$ cat src/rtl/prng_pkg.sv
package prng_pkg;

    typedef enum logic [1:0] {
        OP_HOLD = 2'd0,
        OP_STEP = 2'd1,
        OP_LOAD = 2'd2
    } prng_op_e;

    typedef struct packed {
        logic load;
        logic en;
    } prng_ctl_t;

    // load wins over a step
    function automatic prng_op_e decode_op(input prng_ctl_t ctl);
        if (ctl.load)
            return OP_LOAD;
        else if (ctl.en)
            return OP_STEP;
        else
            return OP_HOLD;
    endfunction

    function automatic logic polarity(input int inv_fb);
        return (inv_fb != 0);
    endfunction

endpackage

$ cat src/rtl/prng_lockmark.sv
// Flags the two states whose low N-1 bits match the stuck pattern; only
// active when the extended cycle is selected.
module prng_lockmark #(
    parameter int N           = 8,
    parameter int XNOR_FB     = 0,
    parameter int FULL_PERIOD = 0
) (
    input  logic [N-2:0] low_bits,
    output logic         mark
);
    import prng_pkg::*;

    localparam logic POL = polarity(XNOR_FB);

    logic low_match;

    always_comb begin
        if (POL)
            low_match = &low_bits;
        else
            low_match = ~|low_bits;
        mark = (FULL_PERIOD != 0) && low_match;
    end

endmodule

$ cat src/rtl/prng_seed_guard.sv
// Replaces a seed equal to the stuck state when the short cycle is in use.
module prng_seed_guard #(
    parameter int N           = 8,
    parameter int XNOR_FB     = 0,
    parameter int FULL_PERIOD = 0
) (
    input  logic [N-1:0] seed_in,
    output logic [N-1:0] seed_out
);
    import prng_pkg::*;

    localparam logic         POL  = polarity(XNOR_FB);
    localparam logic [N-1:0] LOCK = {N{POL}};
    localparam logic [N-1:0] SAFE = {{(N-1){POL}}, ~POL};

    always_comb begin
        if (FULL_PERIOD == 0 && seed_in == LOCK)
            seed_out = SAFE;
        else
            seed_out = seed_in;
    end

endmodule

$ cat src/rtl/prng_step_ext.sv
// External-feedback step: parity of the tapped bits enters at stage 0.
module prng_step_ext #(
    parameter int           N       = 8,
    parameter logic [N-1:0] TAPS    = 'hB8,
    parameter int           XNOR_FB = 0
) (
    input  logic [N-1:0] cur,
    input  logic         mark,
    output logic [N-1:0] nxt
);
    import prng_pkg::*;

    localparam logic POL = polarity(XNOR_FB);

    logic fb;

    always_comb begin
        fb  = (^(cur & TAPS)) ^ POL ^ mark;
        nxt = {cur[N-2:0], fb};
    end

endmodule

$ cat src/rtl/prng_step_int.sv
// Internal-feedback step: the MSB is folded into each tapped stage.
module prng_step_int #(
    parameter int           N       = 8,
    parameter logic [N-1:0] TAPS    = 'hB8,
    parameter int           XNOR_FB = 0
) (
    input  logic [N-1:0] cur,
    input  logic         mark,
    output logic [N-1:0] nxt
);
    import prng_pkg::*;

    localparam logic POL = polarity(XNOR_FB);

    logic inj;

    assign inj    = cur[N-1] ^ POL ^ mark;
    assign nxt[0] = inj ^ POL;

    generate
        for (genvar i = 1; i < N; i++) begin : g_stage
            if (TAPS[i-1]) begin : g_tap
                assign nxt[i] = cur[i-1] ^ inj;
            end else begin : g_plain
                assign nxt[i] = cur[i-1];
            end
        end
    endgenerate

endmodule

$ cat src/rtl/prng_lfsr.sv
module prng_lfsr #(
    parameter int           N           = 8,
    parameter logic [N-1:0] TAPS        = 'hB8,
    parameter int           TYPE2       = 0,
    parameter int           XNOR_FB     = 0,
    parameter int           FULL_PERIOD = 0
) (
    input  logic         clk,
    input  logic         rst,
    input  logic         en,
    input  logic         load,
    input  logic [N-1:0] seed,
    output logic [N-1:0] state,
    output logic         bit_out
);
    import prng_pkg::*;

    localparam logic         POL  = polarity(XNOR_FB);
    localparam logic [N-1:0] LOCK = {N{POL}};
    localparam logic [N-1:0] SAFE = {{(N-1){POL}}, ~POL};
    localparam logic [N-1:0] PRE  = {~POL, {(N-1){POL}}};

    logic [N-1:0] state_q;
    logic [N-1:0] seed_safe;
    logic [N-1:0] step_nxt;
    logic         mark;
    prng_ctl_t    ctl;

    assign ctl.load = load;
    assign ctl.en   = en;

    prng_lockmark #(.N(N), .XNOR_FB(XNOR_FB), .FULL_PERIOD(FULL_PERIOD)) u_mark (
        .low_bits (state_q[N-2:0]),
        .mark     (mark)
    );

    prng_seed_guard #(.N(N), .XNOR_FB(XNOR_FB), .FULL_PERIOD(FULL_PERIOD)) u_guard (
        .seed_in  (seed),
        .seed_out (seed_safe)
    );

    generate
        if (TYPE2 != 0) begin : g_internal
            prng_step_int #(.N(N), .TAPS(TAPS), .XNOR_FB(XNOR_FB)) u_step (
                .cur  (state_q),
                .mark (mark),
                .nxt  (step_nxt)
            );
        end else begin : g_external
            prng_step_ext #(.N(N), .TAPS(TAPS), .XNOR_FB(XNOR_FB)) u_step (
                .cur  (state_q),
                .mark (mark),
                .nxt  (step_nxt)
            );
        end
    endgenerate

    always_ff @(posedge clk) begin
        if (rst) begin
            state_q <= SAFE;
        end else begin
            case (decode_op(ctl))
                OP_LOAD: state_q <= seed_safe;
                OP_STEP: state_q <= step_nxt;
                default: state_q <= state_q;
            endcase
        end
    end

    assign state   = state_q;
    assign bit_out = state_q[N-1];


    idle_hold_chk: assert property (@(posedge clk) disable iff (rst)
        (!en && !load) |=> $stable(state));


    seed_take_chk: assert property (@(posedge clk) disable iff (rst)
        (load && (FULL_PERIOD != 0 || seed != LOCK)) |=> (state == $past(seed)));

    generate
        if (FULL_PERIOD == 0) begin : g_short_chk

            seed_sub_chk: assert property (@(posedge clk) disable iff (rst)
                (load && seed == LOCK) |=> (state == SAFE));

            lock_avoid_chk: assert property (@(posedge clk) disable iff (rst)
                state != LOCK);
        end else begin : g_full_chk

            lock_leave_chk: assert property (@(posedge clk) disable iff (rst)
                (en && !load && state == LOCK) |=> (state != LOCK));
            if (TYPE2 == 0) begin : g_ext_splice

                splice_in_chk: assert property (@(posedge clk) disable iff (rst)
                    (en && !load && state == PRE) |=> (state == LOCK));
            end
        end
        if (TYPE2 == 0) begin : g_ext_chk

            shift_copy_chk: assert property (@(posedge clk) disable iff (rst)
                (en && !load) |=> (state[N-1:1] == $past(state[N-2:0])));
        end else if (FULL_PERIOD == 0 && XNOR_FB == 0) begin : g_int_chk

            msb_wrap_chk: assert property (@(posedge clk) disable iff (rst)
                (en && !load) |=> (state[0] == $past(state[N-1])));
        end
    endgenerate

endmodule

$ cat config.mk
export PLATFORM = sky130hd
export DESIGN_NAME = prng_lfsr
export DESIGN_NICKNAME = d
export VERILOG_FILES = /design/src/rtl/prng_pkg.sv /design/src/rtl/prng_lockmark.sv /design/src/rtl/prng_seed_guard.sv /design/src/rtl/prng_step_ext.sv /design/src/rtl/prng_step_int.sv /design/src/rtl/prng_lfsr.sv
export SDC_FILE = /design/constraint.sdc
export NUM_CORES = 1
export LEC_CHECK = 0
export ABC_AREA = 1
export BUFFER_PORTS_ARGS = -buffer_cell sky130_fd_sc_hd__buf_2
export CORE_AREA = 2 2 39 41
export CTS_CLUSTER_DIAMETER = 30
export CTS_CLUSTER_SIZE = 30
export DETAILED_ROUTE_END_ITERATION = 7
export DIE_AREA = 0 0 41 43
export PLACE_DENSITY = 0.7
export SYNTH_ARGS = -nofsm -noshare
export SYNTH_HDL_FRONTEND = slang
export SYNTH_SLANG_ARGS = --single-unit
$ cat constraint.sdc
create_clock -name clk -period 1 [get_ports clk]
set_input_delay 0 -clock clk [delete_from_list [all_inputs] [get_ports clk]]
set_output_delay 0 -clock clk [all_outputs]
set_load 0.02 [all_outputs]
==> run_results.csv, run 1 <==
group,metric,value,unit
outcome,status,"complete, no violations",
power_and_ir_drop,p_comb_share,22.5,%
sta,worstMarginPinSlew,0.237,ns
setup_path,cp_max_fo,6,
cells_and_area,area_growth,27.2,%
sta,fin_crit,0.880,ns
synth,yosys_warnings,0,
synth,synth_seq_area_share,32.6,%
sta,rsz0062_at_grt,"false",
floorplanning,std_cell_rows,14,
global_route,grt_remaining_overflow,0,
cells_and_area,layout_common_cells,"nand2_1 (41), buf_2 (20), inv_1 (16)",
setup_path,cp-start-kind,"flip-flop",
clocking,htreeDepth,1,
sta,tns,0,ns
detailed_routing,drc,0,
power_and_ir_drop,power_density,1260,nW/µm²
synth,syn_avg_cell_area,5.78,µm²
cells_and_area,fin_nets,121,
placed_design,gp_congestion,0.822,
min_path,hold_class,"in -> reg",
power_and_ir_drop,p_sw_share,30.8,%
power_and_ir_drop,seq_power_share,45.5,%
sta,fin_ws,0.120,ns
power_and_ir_drop,ir_drop,0.594,mV
power_and_ir_drop,p_switching,243,µW
cells_and_area,final_layout_size_suffix_gt1_share,23.4,%
flow_run,cap_viol_max_count,0,
detailed_routing,wl_per_cell,8.75,µm
synth,syn-cell-area,492,µm²
sta,fmax,1140,MHz
detailed_routing,antenna_left,0,
placed_design,dp_slack,0.139,ns
setup_path,arrival,1.02,ns
synth,synth_seq_cells,8,
sta,fin_crit_sh,88.0,%
cells_and_area,final_common_cell,"nand2_1",
synth,syn-num-nets,97,
floorplanning,core_area,1380,µm²
power_and_ir_drop,power_leakage,0.000392,µW
clocking,cts.sinks,8,
floorplanning,die_area,1760,µm²
detailed_routing,viasPerCell,4.49,
cells_and_area,utilization,45.2,%
global_route,grt_pass1_wl,1770,µm
clocking,cts_buffer_depth,2,
sta,setup_viol,0,
global_route,grt_max_degree,11,
placed_design,hpwl,849,µm
global_route,antenna_found_initial,0,
global_route,gr-usage-all-layers,15.1,%
setup_path,worstPathRequired,1.14,ns
detailed_routing,via_count,552,
synth,synth_cell_types,11,
clocking,cts_tree,"built",
detailed_routing,drt_wl_total,1080,µm
floorplanning,die_w,41,µm
cells_and_area,antenna_cells,0,
clocking,numCtsBuffers,3,
setup_path,end_kind,"flip-flop",
power_and_ir_drop,p_total,791,µW
global_route,grt_pass1_vias,450,
sta,slew_headroom,84.2,%
clocking,clock_latency,0.26,ns
sta,fin_skew,0.00645,ns
synth,synthCells,85,
sta,drv_slew,0,
floorplanning,initial_utilization,35.5,%
floorplanning,io_pins,21,
clocking,path_clk_slew,0.06,ns
clocking,root_buffer,"clkbuf_4",
setup_path,crit_type,"reg -> reg",
detailed_routing,drt_iter0_markers,10,
power_and_ir_drop,pwr-share-clk,32.0,%
floorplanning,die_h,43,µm
cells_and_area,largest_reg_flops,8,
sta,hold_violations,0,
power_and_ir_drop,p_int,548,µW
detailed_routing,dr.pass1.iters,4,
clocking,post_cts_buffers,0,
placed_design,portBuffers,20,
-- power by group through the flow --
stage,sequential [µW],clock (µW),combinational [µW]
detailed placement,367,0,177
floorplan,390,0,94.8
global route,366,277,201
global placement,366,0,176
CTS,360,252,181
finish,360,253,178
-- layer usage --
metal  part of all wire (%)  up-vias  GRT usage [%]
li1                       -      296              -
met1                     43      240           19.5
met2                     48       12           21.6
met3                    4.6        4           1.57
met4                    4.3        0           12.0
met5                      0        -              0
-- final cells by class --
type | instances | area (µm²)
inverters | 16 | 60.1
fillers | 157 | 758
multi-input cells | 59 | 253
well taps | 16 | 20.0
repair buffers | 21 | 110
clock buffers | 3 | 22.5
flip-flops and latches | 8 | 160
-- cells in the mapped netlist --
library cell | count | area [µm²]
nand3_1 | 8 | 40.0
inv_1 | 16 | 60.1
a21oi_1 | 1 | 5.00
buf_6 | 1 | 11.3
dfxtp_1 | 8 | 160
nor2_4 | 2 | 22.5
nor2_1 | 5 | 18.8
a22oi_1 | 1 | 7.51
nand2_1 | 41 | 154
buf_4 | 1 | 7.51
o21ai_0 | 1 | 5.00
-- stage by stage --
stage               std cells  instance area, µm²  hold WS, ns
floorplan                  85                 492        0.112
global placement          119                 593        0.221
detailed placement        119                 593        0.228
CTS                       123                 626       0.0480
global route              123                 626       0.0484
finish                    123                 626       0.0428
-- worst paths after layout --
| check | cells past startpoint | slack (ns) | from | endpoint |
|---|---|---|---|---|
| max reg2reg | 5 | 0.12 | state[5] | state[0] |
| min | 5 | 0.04 | seed[0] | state[0] |
| min reg2reg | 2 | 0.51 | state[0] | state[0] |
| max | 5 | 0.12 | state[5] | state[0] |
-- cell families after synthesis --
group | after synthesis | synth area share, %
simple gates | 56 | 47.8
buf+inv | 18 | 16.0
flops | 8 | 32.6
compound gates | 3 | 3.56
-- what timing repair did --
action | 4_1_cts | 5_1_grt
hold endpoints to repair | 1 | 0
gates resized for setup | 0 | 0
hold buffers | 1 | 0
-- worst max-delay path, stage by stage, from the launching register on --
cell	delay, ns
dfxtp_1	0.41
nor2_1	0.06
nor2_1	0.11
nand2_1	0.06
nand3_1	0.06
nand3_1	0.07
No activity file was read; power rests on OpenSTA's default activity.
==> inputs of run 2 (changes only) <==
--- a/config.mk
+++ b/config.mk
@@ -5,14 +5,13 @@
 export SDC_FILE = /design/constraint.sdc
 export NUM_CORES = 1
 export LEC_CHECK = 0
-export ABC_AREA = 1
 export BUFFER_PORTS_ARGS = -buffer_cell sky130_fd_sc_hd__buf_2
 export CORE_AREA = 2 2 39 41
 export CTS_CLUSTER_DIAMETER = 30
 export CTS_CLUSTER_SIZE = 30
 export DETAILED_ROUTE_END_ITERATION = 7
 export DIE_AREA = 0 0 41 43
-export PLACE_DENSITY = 0.7
+export PLACE_DENSITY = 0.66
 export SYNTH_ARGS = -nofsm -noshare
 export SYNTH_HDL_FRONTEND = slang
 export SYNTH_SLANG_ARGS = --single-unit
==> constraint.sdc (replaced) <==
create_clock -name clk -period 0.9 [get_ports clk]
set_input_delay 0 -clock clk [delete_from_list [all_inputs] [get_ports clk]]
set_output_delay 0 -clock clk [all_outputs]
set_load 0.02 [all_outputs]
==> run 2 against run 1 <==
The run now ends with setup timing left. Register-to-register slack worse by 0.18 ns. Final cell count is 33% lower. Wire length is 2.7% lower. Critical path type unchanged. Critical endpoint is now state[7]. Largest cell class unchanged.
==> run_results.csv, run 2 <==
group,metric,value,unit
outcome,status,"finished with violations",
outcome,failed_checks,"setup timing",
synth,ys.flop_type,"dfxtp_1",
power_and_ir_drop,p_switching,267,µW
placed_design,portBuffers,20,
floorplanning,std_cell_rows,14,
setup_path,cp_max_fo,3,
sta,slew_headroom,82.4,%
global_route,grt_pass1_vias,386,
detailed_routing,drt_iter0_markers,3,
detailed_routing,via_count,404,
power_and_ir_drop,power_leakage,0.000308,µW
sta,fin_ws,-0.0561,ns
global_route,antenna_found_initial,0,
detailed_routing,antenna_left,0,
cells_and_area,final_area,638,µm²
cells_and_area,final_common_cell,"buf_2",
power_and_ir_drop,seq_power_share,43.0,%
power_and_ir_drop,p_int,675,µW
synth,ys_top_cells_by_area,"dfxtp_1 (37%), mux2_1 (15%), mux2i_1 (14%)",
floorplanning,die_h,43,µm
clocking,cts_tree,"built",
setup_path,cp-start-kind,"flip-flop",
synth,async_reset_ff_share,0,%
clocking,path_clk_slew,0.06,ns
sta,tns,-0.110,ns
synth,yosys.area.top_type,"dfxtp_1",
clocking,cts.sinks,8,
sta,worstMarginPinSlew,0.262,ns
min_path,hold_class,"in -> reg",
global_route,grt_remaining_overflow,0,
global_route,grt_max_degree,12,
synth,synth_edf_count,0,
power_and_ir_drop,ir_drop,0.739,mV
sta,rsz0062_at_grt,"true",
cells_and_area,layout_common_cells,"buf_2 (18), nor2_1 (7), mux2i_1 (6)",
cells_and_area,fin_nets,80,
sta,fin_crit,0.956,ns
sta,fin_crit_sh,106,%
synth,synth_seq_cells,8,
clocking,htreeDepth,1,
detailed_routing,wl_per_cell,12.6,µm
setup_path,crit_type,"reg -> reg",
synth,syn-cell-area,437,µm²
power_and_ir_drop,power_density,1470,nW/µm²
synth,syn-num-nets,56,
setup_path,end_kind,"flip-flop",
floorplanning,die_area,1760,µm²
synth,synth_cell_types,17,
synth,synthCells,44,
synth,synth_common_cells,"dfxtp_1 (8), nor2_1 (7), mux2_1 (6), mux2i_1 (6)",
sta,hold_violations,0,
clocking,root_buffer,"clkbuf_4",
detailed_routing,dr.pass1.iters,2,
cells_and_area,antenna_cells,0,
floorplanning,core_area,1380,µm²
detailed_routing,drc,0,
sta,setup_viol,5,
power_and_ir_drop,pwr-share-clk,31.5,%
placed_design,placedInstanceArea,551,µm²
synth,yosysMostFrequentCell,"dfxtp_1",
floorplanning,die_w,41,µm
setup_path,worstPathRequired,1.04,ns
floorplanning,io_pins,21,
flow_run,cap_viol_max_count,0,
sta,fmax,1050,MHz
global_route,gr-usage-all-layers,14.3,%
power_and_ir_drop,p_sw_share,28.3,%
detailed_routing,drt_wl_total,1050,µm
power_and_ir_drop,p_comb_share,25.5,%
floorplanning,initial_utilization,31.6,%
power_and_ir_drop,p_total,941,µW
placed_design,gp_congestion,0.696,
synth,syn_avg_cell_area,9.92,µm²
cells_and_area,area_growth,46.1,%
clocking,numCtsBuffers,3,
cells_and_area,final_layout_size_suffix_gt1_share,55.2,%
sta,fin_skew,0.00133,ns
cells_and_area,largest_reg_flops,8,
sta,drv_slew,0,
detailed_routing,viasPerCell,4.87,
setup_path,arrival,1.10,ns
clocking,cts_buffer_depth,2,
synth,synth_top_area_share,36.7,%
clocking,clock_latency,0.25,ns
placed_design,hpwl,749,µm
setup_path,r2r_setup_slack,-0.06,ns
synth,synth_seq_area_share,36.7,%
synth,yosys_warnings,0,
cells_and_area,utilization,46.1,%
global_route,grt_pass1_wl,1670,µm
==> run 2: changes by cell type after synthesis, moves of 2 or more <==
cell,before,now
nand2_1,41,0
inv_1,16,1
nand3_1,8,0
mux2_1,0,6
mux2i_1,0,6
xnor2_1,0,3
buf_4,1,3
nor2_1,5,7
nor2_4,2,0
==> run 2: final cells by class <==
type	instances	area, µm²
fillers	139	746
multi-input cells	31	269
flip-flops and latches	8	179
repair buffers	23	140
clock buffers	4	26.3
well taps	16	20.0
inverters	1	3.75
==> run 2: cells by family (layout without fill, tap and decap cells) <==
| family | after synthesis | in the layout | synth area share [%] |
|---|---|---|---|
| muxes | 12 | 12 | 29.2 |
| AOI/OAI and AO/OA | 4 | 4 | 6.30 |
| buffers and inverters | 5 | 28 | 8.59 |
| xor gates and xnor gates | 3 | 3 | 6.02 |
| and+or+nand+nor | 12 | 12 | 13.2 |
| DFF | 8 | 8 | 36.7 |
==> run 2: power groups by stage <==
stage	registers, µW	clock network (µW)	logic (µW)
2_1_floorplan	438	0	123
3_3_place_gp	408	0	208
3_5_place_dp	411	0	209
4_1_cts	407	310	227
5_1_grt	409	332	258
6_report	405	297	240
==> run 2: worst paths after layout <==
| check | to | depth (start not counted) | start |
|---|---|---|---|
| worst max-delay path | state[7] | 3 | state[7] |
| worst max register to register | state[7] | 3 | state[7] |
| worst min register to register | state[1] | 2 | state[1] |
| worst min-delay path | state[2] | 3 | seed[2] |
==> run 2: what timing repair did <==
action                                  4_1_cts  5_1_grt
buffers inserted                              0        1
endpoints found under the setup margin        5        7
resized for setup                             3        5
hold endpoints to repair                      2        0
hold buffers                                  2        0
pin swaps                                     0        1
gates cloned                                  0        0
==> run 2: critical path: stages (launching register included) <==
cell and delay [ns]:
dfxtp_4 0.36, mux2_1 0.28, mux2i_1 0.13, nor2_1 0.07
==> run 2: layer usage <==
metal	share of wire, %	vias up	GRT usage [%]
met1	41	186	16.1
met3	7.5	2	7.85
met5	0	-	0
met2	50	16	22.2
met4	1.3	0	4.00
li1	-	200	-
==> run 2: per-stage QoR <==
step / hold WS, ns / std cells / worst slack (ns)
after floorplan: 0.142 / 44 / -0.00696
after global placement: 0.240 / 76 / -0.0216
after detailed placement: 0.250 / 76 / -0.0394
after CTS: 0.000933 / 82 / -0.0297
after global routing: 0.0145 / 83 / -0.104
final: 0.00574 / 83 / -0.0561
==> inputs of run 3 (changes only) <==
--- a/config.mk
+++ b/config.mk
@@ -6,12 +6,13 @@
 export NUM_CORES = 1
 export LEC_CHECK = 0
 export BUFFER_PORTS_ARGS = -buffer_cell sky130_fd_sc_hd__buf_2
-export CORE_AREA = 2 2 39 41
+export CELL_PAD_IN_SITES_DETAIL_PLACEMENT = 0
+export CELL_PAD_IN_SITES_GLOBAL_PLACEMENT = 1
+export CORE_UTILIZATION = 30
 export CTS_CLUSTER_DIAMETER = 30
 export CTS_CLUSTER_SIZE = 30
 export DETAILED_ROUTE_END_ITERATION = 7
-export DIE_AREA = 0 0 41 43
-export PLACE_DENSITY = 0.66
+export PLACE_DENSITY = 0.78
 export SYNTH_ARGS = -nofsm -noshare
 export SYNTH_HDL_FRONTEND = slang
 export SYNTH_SLANG_ARGS = --single-unit
==> run 3 against run 2 <==
The flow still finishes with violations (setup timing). First-iteration DRC count up 67%. Total power rose by 1.7%. Worst setup slack improved by 0.038 ns. Critical path depth unchanged. Global-route usage is 0.54 points higher. Via count unchanged. Combinational power is essentially flat. Sequential power is essentially flat. Non-clock buffer count rose by 2. Sequential share of layout area down 0.59 points. Count of clock-buffer cells in the layout did not move. Cell area is 2.2% higher.
==> run_results.csv, run 3 (synthesis results as in run 2) <==
group,metric,value,unit
outcome,status,"finished with violations",
outcome,failed_checks,"setup timing",
sta,worstMarginPinSlew,0.254,ns
min_path,hold_class,"in -> reg",
sta,fin_crit,0.919,ns
setup_path,path_delay_family,"flip-flops",
floorplanning,die_area,1610,µm²
power_and_ir_drop,p_total,957,µW
cells_and_area,utilization,48.9,%
clocking,path_clk_slew,0.06,ns
cells_and_area,largest_reg_flops,8,
global_route,met3_usage,3.33,%
detailed_routing,via_count,404,
power_and_ir_drop,power_leakage,0.000319,µW
detailed_routing,drc,0,
global_route,antenna_found_initial,0,
setup_path,cp_slowest_cell,"dfxtp_4",
sta,fmax,1090,MHz
power_and_ir_drop,p_int,681,µW
cells_and_area,final_common_cell,"buf_2",
clocking,cts_tree,"built",
detailed_routing,drt_iter0_markers,5,
clocking,root_buffer,"clkbuf_4",
sta,setup_viol,3,
placed_design,dp.cells,75,
sta,slew_headroom,82.9,%
power_and_ir_drop,ir_drop,0.798,mV
clocking,clock_latency,0.26,ns
floorplanning,io_pins,21,
clocking,cts.sinks,8,
global_route,met1_usage,19.3,%
setup_path,end_kind,"flip-flop",
setup_path,worstPathRequired,1.06,ns
detailed_routing,viasPerCell,4.81,
detailed_routing,antenna_left,0,
sta,hold_violations,0,
cells_and_area,antenna_cells,0,
setup_path,cp_max_fo,4,
setup_path,crit_chain,"xnor2_2, xnor2_1, o311ai_1",
clocking,cts_buffer_depth,2,
placed_design,gp_congestion,0.701,
placed_design,portBuffers,20,
cells_and_area,layout_common_cells,"buf_2 (20), nor2_1 (7), mux2_4 (6), mux2i_1 (6)",
floorplanning,std_cell_rows,13,
setup_path,arrival,1.08,ns
power_and_ir_drop,p_sw_share,28.9,%
global_route,grtUsageMet2,22.6,%
detailed_routing,dr.pass1.iters,2,
global_route,gr-usage-all-layers,14.8,%
sta,rsz0062_at_grt,"true",
cells_and_area,final_layout_size_suffix_gt1_share,56.5,%
placed_design,dp_slack,-0.0375,ns
setup_path,worst-path-buf-inv,0,
power_and_ir_drop,p_comb_share,25.4,%
floorplanning,core_area,1330,µm²
global_route,grt_remaining_overflow,0,
sta,fin_skew,0.00791,ns
global_route,grt_pass1_wl,1530,µm
detailed_routing,wl_per_cell,11.9,µm
cells_and_area,n_fill_cell,145,
power_and_ir_drop,pwr-share-clk,32.4,%
clocking,htreeDepth,1,
detailed_routing,drt_wl_total,1000,µm
sta,fin_ws,-0.0185,ns
global_route,grt_max_degree,12,
floorplanning,initial_utilization,32.7,%
setup_path,slowest_delay,0.36,ns
setup_path,crit_type,"reg -> reg",
power_and_ir_drop,p_switching,276,µW
clocking,numCtsBuffers,3,
sta,fin_crit_sh,102,%
cells_and_area,fin_nets,82,
flow_run,cap_viol_max_count,0,
floorplanning,die_w,40.2,µm
sta,tns,-0.0374,ns
global_route,busiest_layer,"met2",
cells_and_area,area_growth,49.3,%
cells_and_area,layout.cells.non_filler,84,
power_and_ir_drop,seq_power_share,42.2,%
setup_path,cp-start-kind,"flip-flop",
power_and_ir_drop,power_density,1470,nW/µm²
floorplanning,die_h,40.2,µm
global_route,grt_pass1_vias,344,
sta,drv_slew,0,
run 3: cell count changes in the layout (fill, tap and decap cells not counted), sizes merged:
cell	delta
dlygate4sd3	+2
run 3: area by class of cell:
class	instances	area, µm²	share of cell area [%]
tap	15	18.8	2.88
inverter	1	3.75	0.576
timing repair buffer	25	148	22.6
clock buffer	4	26.3	4.03
multi-input combinational	31	277	42.4
sequential	8	179	27.4
run 3: final timing paths:
| path | slack (ns) | depth (start not counted) | end | startpoint |
|---|---|---|---|---|
| worst max-delay path | -0.02 | 3 | state[0] | state[4] |
| worst min-delay path | 0.002 | 2 | state[7] | rst |
| worst max register to register | -0.02 | 3 | state[0] | state[4] |
| worst min register to register | 0.62 | 3 | state[3] | state[2] |
run 3: timing repair:
item / 4_1_cts / 5_1_grt
pin swaps: 1 / 1
buffers inserted: 1 / 0
hold buffers: 4 / 0
cloned: 0 / 0
endpoints found under the setup margin: 6 / 7
endpoints found under the hold margin: 4 / 0
gates resized for setup: 4 / 2
run 3: power groups by stage:
| stage | Combinational, µW | Clock (µW) | Sequential [µW] |
|---|---|---|---|
| global placement | 207 | 0 | 409 |
| detailed placement | 208 | 0 | 411 |
| global route | 263 | 330 | 410 |
| floorplan | 123 | 0 | 438 |
| CTS | 241 | 321 | 405 |
| finish | 243 | 310 | 404 |
run 3: layer usage:
layer  part of all wire [%]  wire [µm]
met3                    4.3         43
met1                     50        498
met2                     44        437
met5                      0          0
met4                    2.0         20
run 3: through the flow:
step	hold WS, ns	area, µm²
floorplan	0.142	464
global placement	0.241	549
detailed placement	0.257	549
CTS	0.00221	642
global route	0.0135	652
finish	0.00230	652
